--- src/rtl/gpio_irq_pkg.sv ---
package gpio_irq_pkg;
  localparam int MODE_W   = 4;
  localparam int MODE_LSB = 16;

  typedef enum logic [MODE_W-1:0] {
    DET_OFF  = 4'h0,
    DET_LOW  = 4'h8,
    DET_RISE = 4'h9,
    DET_FALL = 4'hA,
    DET_BOTH = 4'hB,
    DET_HIGH = 4'hC
  } det_code_e;
endpackage

--- src/rtl/gpio_irq_sync.sv ---
module gpio_irq_sync #(
  parameter int WIDTH  = 32,
  parameter int STAGES = 2
) (
  input  logic             clk_i,
  input  logic             rst_ni,
  input  logic [WIDTH-1:0] async_i,
  output logic [WIDTH-1:0] sync_o
);
  logic [WIDTH-1:0] stage_q [STAGES];
  logic [WIDTH-1:0] stage_d [STAGES];

  genvar s;
  generate
    for (s = 0; s < STAGES; s++) begin : g_stage
      if (s == 0) begin : g_first
        always_comb stage_d[s] = async_i;
      end else begin : g_rest
        always_comb stage_d[s] = stage_q[s-1];
      end
      always_ff @(posedge clk_i or negedge rst_ni) begin
        if (!rst_ni) stage_q[s] <= '0;
        else         stage_q[s] <= stage_d[s];
      end
    end
  endgenerate

  assign sync_o = stage_q[STAGES-1];
endmodule

--- src/rtl/gpio_irq_pin_det.sv ---
module gpio_irq_pin_det
  import gpio_irq_pkg::*;
(
  input  logic              clk_i,
  input  logic              rst_ni,
  input  logic              mode_we_i,
  input  logic [MODE_W-1:0] mode_wdata_i,
  input  logic              pin_s_i,
  output logic [MODE_W-1:0] mode_o,
  output logic              trig_o
);
  logic [MODE_W-1:0] mode_q, mode_d;
  logic              pin_q;
  logic              rise, fall;

  always_comb mode_d = mode_we_i ? mode_wdata_i : mode_q;

  always_ff @(posedge clk_i or negedge rst_ni) begin
    if (!rst_ni) begin
      mode_q <= '0;
      pin_q  <= 1'b0;
    end else begin
      mode_q <= mode_d;
      pin_q  <= pin_s_i;
    end
  end

  assign rise = pin_s_i & ~pin_q;
  assign fall = ~pin_s_i & pin_q;

  always_comb begin
    case (mode_q)
      DET_LOW:  trig_o = ~pin_s_i;
      DET_HIGH: trig_o = pin_s_i;
      DET_RISE: trig_o = rise;
      DET_FALL: trig_o = fall;
      DET_BOTH: trig_o = rise | fall;
      default:  trig_o = 1'b0;
    endcase
  end

  assign mode_o = mode_q;

  assert_disabled_quiet_R2: assert property (@(posedge clk_i) disable iff (!rst_ni)
    !(mode_q inside {DET_LOW, DET_HIGH, DET_RISE, DET_FALL, DET_BOTH}) |-> !trig_o);

  assert_edge_needs_change_R4: assert property (@(posedge clk_i) disable iff (!rst_ni)
    ((mode_q inside {DET_RISE, DET_FALL, DET_BOTH}) && (pin_s_i == pin_q)) |-> !trig_o);

  assert_mode_holds_R1: assert property (@(posedge clk_i) disable iff (!rst_ni)
    !mode_we_i |=> $stable(mode_q));
endmodule

--- src/rtl/gpio_irq_status.sv ---
module gpio_irq_status #(
  parameter int WIDTH = 32
) (
  input  logic             clk_i,
  input  logic             rst_ni,
  input  logic [WIDTH-1:0] trig_i,
  input  logic             clr_we_i,
  input  logic [WIDTH-1:0] clr_mask_i,
  output logic [WIDTH-1:0] flags_o
);
  logic [WIDTH-1:0] flags_q, flags_d, clr_eff;

  always_comb begin
    clr_eff = clr_we_i ? clr_mask_i : '0;
    flags_d = (flags_q & ~clr_eff) | trig_i;
  end

  always_ff @(posedge clk_i or negedge rst_ni) begin
    if (!rst_ni) flags_q <= '0;
    else         flags_q <= flags_d;
  end

  assign flags_o = flags_q;

  assert_trigger_wins_R7: assert property (@(posedge clk_i) disable iff (!rst_ni)
    (|trig_i) |=> ((flags_q & $past(trig_i)) == $past(trig_i)));

  assert_w1c_R6: assert property (@(posedge clk_i) disable iff (!rst_ni)
    (clr_we_i && |(clr_mask_i & ~trig_i)) |=> ((flags_q & $past(clr_mask_i & ~trig_i)) == '0));

  assert_set_has_cause_R5: assert property (@(posedge clk_i) disable iff (!rst_ni)
    1'b1 |=> ((flags_q & ~$past(flags_q) & ~$past(trig_i)) == '0));

  assert_no_write_keeps_R6: assert property (@(posedge clk_i) disable iff (!rst_ni)
    (!clr_we_i) |=> ((flags_q & $past(flags_q)) == $past(flags_q)));
endmodule

--- src/rtl/gpio_irq_detect.sv ---
module gpio_irq_detect
  import gpio_irq_pkg::*;
#(
  parameter int          NUM_PINS    = 32,
  parameter int          DATA_W      = 32,
  parameter int          ADDR_W      = 8,
  parameter int          SYNC_STAGES = 2,
  parameter logic [7:0]  STATUS_OFF  = 8'hA0
) (
  input  logic              clk_i,
  input  logic              rst_ni,
  input  logic [NUM_PINS-1:0] pins_i,
  input  logic              bus_we_i,
  input  logic [ADDR_W-1:0] bus_addr_i,
  input  logic [DATA_W-1:0] bus_wdata_i,
  output logic [DATA_W-1:0] bus_rdata_o,
  output logic              irq_o
);
  localparam int              IDX_W   = $clog2(NUM_PINS);
  localparam logic [ADDR_W:0] CTL_END = (ADDR_W+1)'(NUM_PINS * 4);
  localparam logic [ADDR_W-1:0] STAT_ADDR = ADDR_W'(STATUS_OFF);

  // reset: asserted asynchronously, released on the clock
  logic [1:0] rst_sync_q;
  logic       rst_n;

  always_ff @(posedge clk_i or negedge rst_ni) begin
    if (!rst_ni) rst_sync_q <= 2'b00;
    else         rst_sync_q <= {rst_sync_q[0], 1'b1};
  end
  assign rst_n = rst_sync_q[1];

  // address decode
  logic             ctl_hit, stat_hit;
  logic [IDX_W-1:0] ctl_idx;

  assign ctl_hit  = (bus_addr_i[1:0] == 2'b00) && ({1'b0, bus_addr_i} < CTL_END);
  assign stat_hit = (bus_addr_i == STAT_ADDR);
  assign ctl_idx  = bus_addr_i[2 +: IDX_W];

  // pin path
  logic [NUM_PINS-1:0] pins_s, trig, flags;
  logic [MODE_W-1:0]   mode_arr [NUM_PINS];

  gpio_irq_sync #(.WIDTH(NUM_PINS), .STAGES(SYNC_STAGES)) u_sync (
    .clk_i   (clk_i),
    .rst_ni  (rst_n),
    .async_i (pins_i),
    .sync_o  (pins_s)
  );

  genvar p;
  generate
    for (p = 0; p < NUM_PINS; p++) begin : g_pin
      logic mode_we;
      assign mode_we = bus_we_i && ctl_hit && (ctl_idx == IDX_W'(p));
      gpio_irq_pin_det u_det (
        .clk_i        (clk_i),
        .rst_ni       (rst_n),
        .mode_we_i    (mode_we),
        .mode_wdata_i (bus_wdata_i[MODE_LSB +: MODE_W]),
        .pin_s_i      (pins_s[p]),
        .mode_o       (mode_arr[p]),
        .trig_o       (trig[p])
      );
    end
  endgenerate

  gpio_irq_status #(.WIDTH(NUM_PINS)) u_status (
    .clk_i      (clk_i),
    .rst_ni     (rst_n),
    .trig_i     (trig),
    .clr_we_i   (bus_we_i && stat_hit),
    .clr_mask_i (bus_wdata_i[NUM_PINS-1:0]),
    .flags_o    (flags)
  );

  // read mux
  always_comb begin
    bus_rdata_o = '0;
    if (ctl_hit) begin
      bus_rdata_o[MODE_LSB +: MODE_W] = mode_arr[ctl_idx];
    end else if (stat_hit) begin
      bus_rdata_o[NUM_PINS-1:0] = flags;
    end
  end

  assign irq_o = |flags;

  assert_irq_drops_R8: assert property (@(posedge clk_i) disable iff (!rst_n)
    (!(|trig) && bus_we_i && stat_hit && (&bus_wdata_i[NUM_PINS-1:0])) |=> !irq_o);

  assert_irq_after_trig_R8: assert property (@(posedge clk_i) disable iff (!rst_n)
    (|trig) |=> irq_o);
endmodule

--- config.mk ---
export PLATFORM = sky130hd
export DESIGN_NAME = gpio_irq_detect
export DESIGN_NICKNAME = d
export VERILOG_FILES = /design/src/rtl/gpio_irq_pkg.sv /design/src/rtl/gpio_irq_sync.sv /design/src/rtl/gpio_irq_pin_det.sv /design/src/rtl/gpio_irq_status.sv /design/src/rtl/gpio_irq_detect.sv
export SDC_FILE = /design/constraint.sdc
export NUM_CORES = 1
export LEC_CHECK = 0
export ABC_AREA = 1
export ABC_CLOCK_PERIOD_IN_PS = 10370
export BUFFER_PORTS_ARGS = -buffer_cell sky130_fd_sc_hd__buf_2
export CAP_MARGIN = 0
export CORE_ASPECT_RATIO = 0.8
export CORE_MARGIN = 5
export CORE_UTILIZATION = 60
export DETAILED_ROUTE_END_ITERATION = 8
export PLACE_DENSITY = 0.79
export RECOVER_POWER = 25
export SYNTH_ARGS = -nofsm -noshare
export SYNTH_HDL_FRONTEND = slang
export SYNTH_SLANG_ARGS = --single-unit
export TNS_END_PERCENT = 30
--- constraint.sdc ---
create_clock -name clk_i -period 10.37 [get_ports clk_i]
set_clock_uncertainty 0.2 [all_clocks]
set_input_delay 1.5555 -clock clk_i [delete_from_list [all_inputs] [get_ports clk_i]]
set_output_delay 1.5555 -clock clk_i [all_outputs]
set_load 0.02 [all_outputs]
# Word-level counts from Yosys, hierarchy flattened
# Cells that the tools add are included.
[classes]
n_mux = 40
add_sub_neg = 0
shifts = 0
n_bitwise = 164
n_div = 0
n_lt_le_gt_ge = 2
multipliers = 0
reduce_logical = 38
eq_ne = 192
[ops]
columns = ["op", "n"]
rows = [
  ["== test 4 bit (second input constant)", 160],
  ["one-hot mux 1 bit (5 select lines)", 32],
  ["== test 5 bit (second input constant)", 16],
  ["AND 1 bit", 64],
  ["two-way mux 32 bit", 2],
  ["NOT 1 bit", 64],
  ["== test 5 x 4 -> 1 bit (second input constant)", 8],
  ["logical AND 1 bit", 35],
  ["AND 32 bit", 1],
  ["NOT 32 bit", 1],
  ["OR 1 bit", 32],
  ["OR 32 bit", 1],
  ["OR reduction 32 bit", 1],
  ["binary-select mux 4 bit (select 5 bit)", 1],
  ["== test 5 x 3 -> 1 bit (second input constant)", 4],
  ["two-way mux 16 bit", 1],
  ["two-way mux 12 bit", 1],
  ["two-way mux 4 bit", 3],
  ["== test 5 x 2 -> 1 bit (second input constant)", 2],
  ["== test 8 bit (second input constant)", 1],
  ["< comparator 8 bit (second input constant)", 1],
  ["greater-or-equal comparator 6 bit (second input constant)", 1],
  ["NOT 5 -> 6 bit", 1],
  ["== test 5 x 1 -> 1 bit (second input constant)", 1],
  ["2 further kinds", 2],
]
[word_totals]
word_cells = 504
out_inout_bits = 33
register_bits = 258
romBits = 0
ramBits = 0
memories = 0
latch_bits = 0

# Longest topological paths before layout
# Gate-level depths: netlist of run 1.
[depth]
ltp_word = 6
depth_mapped = 13
ltp_nobuf = 11

# Hierarchy
# A second synthesis of run 1 with hierarchy kept.
[unflattened]
hier_cells = 1804
hier_area_um2 = 13420.4
[modules_own_cells]
columns = ["module", "area_per_inst_um2", "cells_per_inst", "instances", "seq_area_each_um2"]
rows = [
  ["gpio_irq_pin_det", 262.8, 34, 32, 125.1],
  ["gpio_irq_detect", 2095.8, 489, 1, 50.0],
  ["gpio_irq_sync", 1601.5, 64, 1, 1601.5],
  ["gpio_irq_status", 1315.0, 163, 1, 800.8],
]

# Worst setup path after synthesis of run 1
# Ideal clock, no wire load.
[synth_timing]
path_type = "in2out"
start = "in bus_addr_i[2]"
end = "out bus_rdata_o[0]"
stages = 9
slack_ns = 5.852
t_arrival_ns = 2.762
t_required_ns = 8.615
cell_sequence = "buf_4 > inv_2 > nand2_4 > nor2_2 > inv_2 > nor2_8 > inv_2 > buf_2 > nor2_1"
[synth_via]
elab_chain_cells = 3
[synth_rtl]
columns = ["item", "line", "rtl"]
rows = [
  ["from (decl)", "gpio_irq_detect.sv:14", "input logic [ADDR_W-1:0] bus_addr_i,"],
  ["< comparator 8 bit or == test 8 bit (tied branches)", "gpio_irq_detect.sv:37, gpio_irq_detect.sv:38", ""],
  ["logical AND 1 bit or two-way mux 32 bit (tied branches)", "gpio_irq_detect.sv:37, gpio_irq_detect.sv:83", ""],
  ["two-way mux 16 bit (*)", "gpio_irq_detect.sv:81", "if (ctl_hit) begin"],
  ["to (decl)", "gpio_irq_detect.sv:16", "output logic [DATA_W-1:0] bus_rdata_o,"],
]
# Mark *: on every way between the ends. The rest lies on a longest branch, timed or not.

# Worst setup path in the final report of run 1
[layout_timing]
start = "in bus_addr_i[2]"
end = "out bus_rdata_o[13]"
# The elaborated chain is that of the path after synthesis.

==> metrics.txt, run 1 <==
overall overflow remaining after global route=0; violated checks=capacitance limit, slew limit; worst stage delay on the critical path=0.62 ns; first drt pass iteration count=5; Die ar.=between 20000 and 25000 um^2; FF+latch area=around 6500 um^2; detail-routed net length per standard cell=17.3 um; leakage power total=around 7.5 nW; RSZ-0062 raised after global routing=false; GRT Total Usage=0.272; number of core rows=47; most prevalent standard cell on the critical path=sky130_fd_sc_hd__inv_2; synthesized cell area=about 13000 um^2; syn avg cell area=roughly 8.2 um^2; highest fanout seen on the critical path=53; Yosys reg bits=258; effective utilization at floorplan=0.613; Layout area overhead=12.8%; crit path buf inv count=6; total of warnings raised by yosys=0; antenna violations before repair=2; Crit path arrival time=4.44 ns; final weighted congestion in routability-driven placement=1.00; # H-tree levels=1; outcome=finished, violations left; area of the core=around 21000 um^2; hold buffer count at CTS=0; number of fill cells=between 1500 and 2000; Num Clock Sinks=between 200 and 300; Setup Slack @ Placement=4.27 ns; Clock Root Buffer=sky130_fd_sc_hd__clkbuf_16; combinational cell fraction of total power=0.090; post-cts gate resize count=0; cell-internal power=~1.7 mW; required time at the worst-slack endpoint=roughly 8.6 ns; total area of multi-input combinational cells=5360 um^2; crit path capture type=output port; count of vias placed by the detailed router=10800; PwrDens=160 nW/um^2; Inserted Clock Buffers=26; number of maximum-capacitance constraint violations=1; type of element launching the critical path=input pin; share of total power in the clock network=0.425; Boundary Pins=around 110; TritonCTS clock tree=done; syn nets=1685; number of instances in the synthesized netlist=1546; Hold Fails Final Rpt=0; Clk pin slew, worst setup/hold paths=~0.060 ns; Skew-Pair Late Insertion Delay=0.53 ns; pin count of the biggest net entering global routing=slightly below 80; switching share of power=0.254; Clock Path Buffers=3; Total Routed Length=33.5 mm; Worst slew margin=-0.539; number of max-slew violations in the final report=61; leading cell types in the layout, fill and taps excluded=sky130_fd_sc_hd__nand2_1 (486), sky130_fd_sc_hd__dfrtp_1 (258), sky130_fd_sc_hd__o21ai_0 (195), sky130_fd_sc_hd__inv_1 (183), sky130_fd_sc_hd__buf_2 (106); Period minus WS final=a little over 6 ns; Worst Slack Setup Final=4.17 ns; Worst path top cell family by delay=buffers and inverters; sequence of cells on the critical path=buf_2 -> buf_4 -> inv_2 -> nand2_4 -> nor2_2 -> inv_2 -> nor2_8 -> inv_2 -> nor2_1 -> buf_2; maximum VDD drop=0.156 mV; critical path start-end classification=input pin to output port; share of cells above drive strength 1=0.115; initial drt markers=between 1000 and 1500; total of endpoints with negative setup slack in the final report=0; floorplan die height=between 100 and 150 um; transition at the pin with the smallest max-transition slack=roughly 2.3 ns; number of post-CTS setup repair buffers=0; via count of the first global-routing pass=around 10000; ratio of final minimum period to clock period=0.597; path category of the worst min-delay check=flop to flop; proportion of synthesized chip area in sequential cells=0.508; port buffer count=107; area share of the leading cell type in the synthesized netlist=0.508; cell types occupying the most area after synthesis=sky130_fd_sc_hd__dfrtp_1 (51%), sky130_fd_sc_hd__nand2_1 (14%), sky130_fd_sc_hd__o21ai_0 (7.7%); most common cell after layout, fill and taps aside=sky130_fd_sc_hd__nand2_1; Final HPWL DP=23.5 mm; final net count=1786; maximum clock frequency=161 MHz; sequential power share=0.485; setup tns final=0 ns; number of distinct library cell variants in the gate-level netlist after synthesis=30; Crit-path slowest cell=sky130_fd_sc_hd__inv_2; switching power of the nets=~0.6 mW; global-route wire length before repair=roughly 54 mm; via count normalized by instance count=5.59; Die Span X=approximately 170 um; Remaining DRCs=0; cell type contributing the most total cell area after synthesis=sky130_fd_sc_hd__dfrtp_1; antenna violation net count after detailed routing=0
## cells by family (layout without fill, tap and decap cells)
family	count (synthesis)	after routing	synth area share
other cells	1	3	0.000295
simple gates	703	703	0.235
fa+ha+maj	64	64	0.0629
compound gates	290	290	0.123
flops	258	258	0.508
buf+inv	230	350	0.0715
## metal layers
metal | wire length (um) | part of all wire | vias to the layer above | GRT usage
met3 | 3160 | 0.094 | 68 | 0.0606
met2 | 15200 | 0.45 | 468 | 0.427
met4 | 924 | 0.028 | 0 | 0.0844
li1 | - | - | 5185 | -
met1 | 14200 | 0.42 | 5102 | 0.382
met5 | 0 | 0 | - | 0
## worst paths after layout
| kind | start | end | slack (ns) | depth (start not counted) |
|---|---|---|---|---|
| worst max-delay path | bus_addr_i[2] | bus_rdata_o[13] | 4.17 | 10 |
| worst min-delay path | u_sync.stage_d[0]$_DFF_PN0_ | u_sync.sync_o[0]$_DFF_PN0_ | 0.15 | 0 |
| worst max register to register | rst_sync_q[1]$_DFF_PN0_ | g_pin[31].u_det.mode_o[3]$_DFFE_PN0P_ | 6.71 | 2 |
| worst min register to register | u_sync.stage_d[0]$_DFF_PN0_ | u_sync.sync_o[0]$_DFF_PN0_ | 0.15 | 0 |
| max in group asynchronous | rst_sync_q[1]$_DFF_PN0_ | g_pin[31].u_det.mode_o[3]$_DFFE_PN0P_ | 6.71 | 2 |
| min in group asynchronous | rst_ni | rst_sync_q[0]$_DFF_PN0_ | 0.60 | 1 |
## final cells by class
class | instances | share of cell area
tap | 269 | 0.0235
clock inverter | 8 | 0.00671
multi-input combinational | 1058 | 0.373
antenna | 2 | 0.000349
sequential | 258 | 0.450
timing repair buffer | 112 | 0.0398
clock buffer | 39 | 0.0565
inverter | 191 | 0.0501
## state kept, by name, indices dropped and copies added, names as in the netlist
signal,cells
g_pin.u_det.mode_o,128
g_pin.u_det.pin_q,32
u_status.flags_o,32
u_sync.stage_d,32
u_sync.sync_o,32
rst_sync_q,2
## power by group through the flow
stage          Clock (mW)  Sequential (mW)  Combinational [mW]
6_report            0.978             1.12               0.207
5_1_grt              1.04             1.12               0.237
4_1_cts             0.987             1.11               0.206
3_5_place_dp            0             1.13               0.203
3_3_place_gp            0             1.13               0.195
2_1_floorplan           0             1.13               0.131
## metrics by stage
step | std cells | utilization | hold slack [ns] | area [um^2] | total power, mW
2_1_floorplan | 1546 | - | 0.131 | 12700 | 1.26
3_5_place_dp | 1888 | 0.648 | 0.135 | 13400 | 1.34
6_report | 1937 | 0.691 | 0.147 | 14400 | 2.30
5_1_grt | 1937 | 0.691 | 0.145 | 14400 | 2.40
4_1_cts | 1935 | 0.691 | 0.148 | 14400 | 2.31
3_3_place_gp | 1888 | 0.648 | 0.132 | 13400 | 1.32
## Yosys cell counts (all sizes together)
cell,instances
nand2,490
dfrtp,258
o21ai,205
inv,190
nor2,110
ha,64
nand3,53
a21oi,37
nor3,35
o211ai,32
buf,22
clkbuf,17
nand4,12
o22ai,10
a22oi,6
nor4,3
clkinv,1
conb,1
Note: power is estimated with default switching activity, not from simulation.
==> run 2: changes to the inputs <==
--- a/config.mk
+++ b/config.mk
@@ -6,7 +6,7 @@
 export NUM_CORES = 1
 export LEC_CHECK = 0
 export ABC_AREA = 1
-export ABC_CLOCK_PERIOD_IN_PS = 10370
+export ABC_CLOCK_PERIOD_IN_PS = 6050
 export BUFFER_PORTS_ARGS = -buffer_cell sky130_fd_sc_hd__buf_2
 export CAP_MARGIN = 0
 export CORE_ASPECT_RATIO = 0.8
==> constraint.sdc (replaced) <==
create_clock -name clk_i -period 6.05 [get_ports clk_i]
set_clock_uncertainty 0.2 [all_clocks]
set_input_delay 0.9075 -clock clk_i [delete_from_list [all_inputs] [get_ports clk_i]]
set_output_delay 0.9075 -clock clk_i [all_outputs]
set_load 0.02 [all_outputs]
==> metrics.txt, run 2 (same netlist as run 1, synthesis figures left out) <==
outcome=finished, violations left (unchanged); violated checks=capacitance limit, slew limit (unchanged); Worst Slack Setup Final=1.75 ns (was 4.17 ns); final core occ=0.689 (was 0.691); antenna violation net count after detailed routing=0 (unchanged); Clock Path Buffers=3 (unchanged); number of post-CTS setup repair buffers=0 (unchanged); RSZ-0062 raised after global routing=false (unchanged); Clock Root Buffer=sky130_fd_sc_hd__clkbuf_16 (unchanged); Skew-Pair Late Insertion Delay=0.54 ns (was 0.53 ns); post-cts gate resize count=0 (unchanged); total of endpoints with negative setup slack in the final report=0 (unchanged); path category of the worst min-delay check=flop to flop (unchanged); number of standard cells in the layout, taps in and fillers out=1936 (was 1937); area of the core=20800 um^2 (unchanged); Total Routed Length=33.5 mm (about the same); via count normalized by instance count=5.58 (was 5.59); maximum clock frequency=233 MHz; TritonCTS clock tree=done (unchanged); Layout area overhead=12.4% (was 12.8%); ratio of final minimum period to clock period=0.711; # H-tree levels=1 (unchanged); most common cell after layout, fill and taps aside=sky130_fd_sc_hd__nand2_1 (unchanged); Remaining DRCs=0 (unchanged); length of routed met3 wiring=3.32 mm (was 3.16 mm); overall overflow remaining after global route=0 (unchanged); effective utilization at floorplan=0.613 (unchanged); count of vias placed by the detailed router=10800 (about the same); Setup Slack @ Placement=1.84 ns (was 4.27 ns); via count of the first global-routing pass=10200 (was 10400); final std cell area, no fill=14300 um^2 (was 14400 um^2); final-layout worst hold slack=0.145 ns (was 0.147 ns); number of max-slew violations in the final report=70 (was 61); initial drt markers=1112 (was 1059); type of element launching the critical path=input pin (unchanged); share of cells above drive strength 1=0.111 (was 0.115); hold buffer count at CTS=1 (was 0); flip-flop count of the largest register after layout=128 (unchanged); required time at the worst-slack endpoint=4.94 ns (was 8.61 ns); number of maximum-capacitance constraint violations=1 (unchanged); final weighted congestion in routability-driven placement=0.975 (was 1.00); Crit-path slowest cell=sky130_fd_sc_hd__inv_2 (unchanged); overall power of the completed layout=3.86 mW (was 2.30 mW); Die Span X=173 um (unchanged); Worst path top cell family by delay=buffers and inverters (unchanged); floorplan die height=140 um (unchanged); leading cell types in the layout, fill and taps excluded=sky130_fd_sc_hd__nand2_1 (486), sky130_fd_sc_hd__dfrtp_1 (258), sky130_fd_sc_hd__o21ai_0 (195), sky130_fd_sc_hd__inv_1 (183), sky130_fd_sc_hd__buf_2 (106) (unchanged); maximum VDD drop=0.245 mV (was 0.156 mV); highest fanout seen on the critical path=34 (was 53); first drt pass iteration count=8 (was 5); port buffer count=107 (unchanged); Num Clock Sinks=258 (unchanged); uppermost layer routed=met4 (unchanged); crit path capture type=output port (unchanged); antenna violations before repair=1 (was 2); crit path buf inv count=5 (was 6); critical path start-end classification=input pin to output port (unchanged); placement-stage cell area=13400 um^2 (about the same); Die ar.=24200 um^2 (unchanged); Inserted Clock Buffers=26 (unchanged); final net count=1786 (unchanged); global-route wire length before repair=53.9 mm (was 53.5 mm); Crit path arrival time=3.19 ns (was 4.44 ns); Cell Count Post-Placement=1887 (was 1888); metal1 wirelength=14.4 mm (was 14.2 mm); GRT Total Usage=0.273 (was 0.272); pin count of the biggest net entering global routing=188 (was 79); Clk pin slew, worst setup/hold paths=0.06 ns (about the same); worst stage delay on the critical path=0.60 ns (was 0.62 ns); sequence of cells on the critical path=buf_2 -> inv_2 -> nand2_4 -> nor2_2 -> inv_2 -> nor2_8 -> buf_4 -> nand2_1 -> nand2_1 -> buf_2 (was buf_2 -> buf_4 -> inv_2 -> nand2_4 -> nor2_2 -> inv_2 -> nor2_8 -> inv_2 -> nor2_1 -> buf_2); PwrDens=270 nW/um^2 (was 160 nW/um^2); Hold Fails Final Rpt=0 (unchanged); Period minus WS final=4.30 ns; amount of wire on met2 after detailed routing=14.6 mm (was 15.2 mm); transition at the pin with the smallest max-transition slack=2.67 ns (was 2.31 ns); Boundary Pins=108 (unchanged); Final HPWL DP=23.9 mm (was 23.5 mm); detail-routed net length per standard cell=17.3 um (about the same); leakage power total=7.43 nW (was 7.46 nW); Worst slew margin=-0.780 (was -0.539); number of core rows=47 (unchanged); setup tns final=0 ns (unchanged)
-- run 2: cell count changes in the layout (fill, tap and decap cells not counted) --
| cell | previous run | this run |
|---|---|---|
| sky130_fd_sc_hd__clkbuf_1 | 4 | 9 |
| sky130_fd_sc_hd__inv_6 | 1 | 0 |
| sky130_fd_sc_hd__diode_2 | 2 | 1 |
| sky130_fd_sc_hd__bufinv_16 | 2 | 1 |
| sky130_fd_sc_hd__clkbuf_8 | 9 | 6 |
| sky130_fd_sc_hd__dlygate4sd3_1 | 0 | 1 |
| sky130_fd_sc_hd__buf_12 | 0 | 1 |
| sky130_fd_sc_hd__buf_4 | 5 | 3 |
-- run 2: power by group --
group          switching [mW]  total (mW)  internal (mW)
clock                   0.659        1.59          0.933
sequential             0.0975        1.92           1.82
combinational           0.236       0.352          0.116
total                   0.992        3.86           2.87
-- run 2: metal layers --
metal | track usage | up-vias
li1 | - | 5174
met1 | 0.391 | 5098
met2 | 0.411 | 455
met3 | 0.0722 | 76
met4 | 0.0893 | 0
met5 | 0 | -
-- run 2: final timing paths --
check                      slack [ns]                    startpoint  depth (start not counted)                           to
max                              1.75                 bus_addr_i[2]                         10              bus_rdata_o[16]
max in group asynchronous        2.65       rst_sync_q[1]$_DFF_PN0_                          1   u_sync.sync_o[6]$_DFF_PN0_
max reg2reg                      2.65       rst_sync_q[1]$_DFF_PN0_                          1   u_sync.sync_o[6]$_DFF_PN0_
min reg2reg                      0.15  u_sync.stage_d[19]$_DFF_PN0_                          0  u_sync.sync_o[19]$_DFF_PN0_
min                              0.15  u_sync.stage_d[19]$_DFF_PN0_                          0  u_sync.sync_o[19]$_DFF_PN0_
min in group asynchronous        0.48                        rst_ni                          2      rst_sync_q[1]$_DFF_PN0_
-- run 2: cell type report --
cell class | count | area [um^2]
timing repair buffer | 112 | 587
fill | 1663 | 6460
antenna | 1 | 2.50
clock inverter | 6 | 57.6
inverter | 191 | 719
tap | 269 | 337
multi-input combinational | 1058 | 5360
sequential | 258 | 6460
clock buffer | 41 | 788
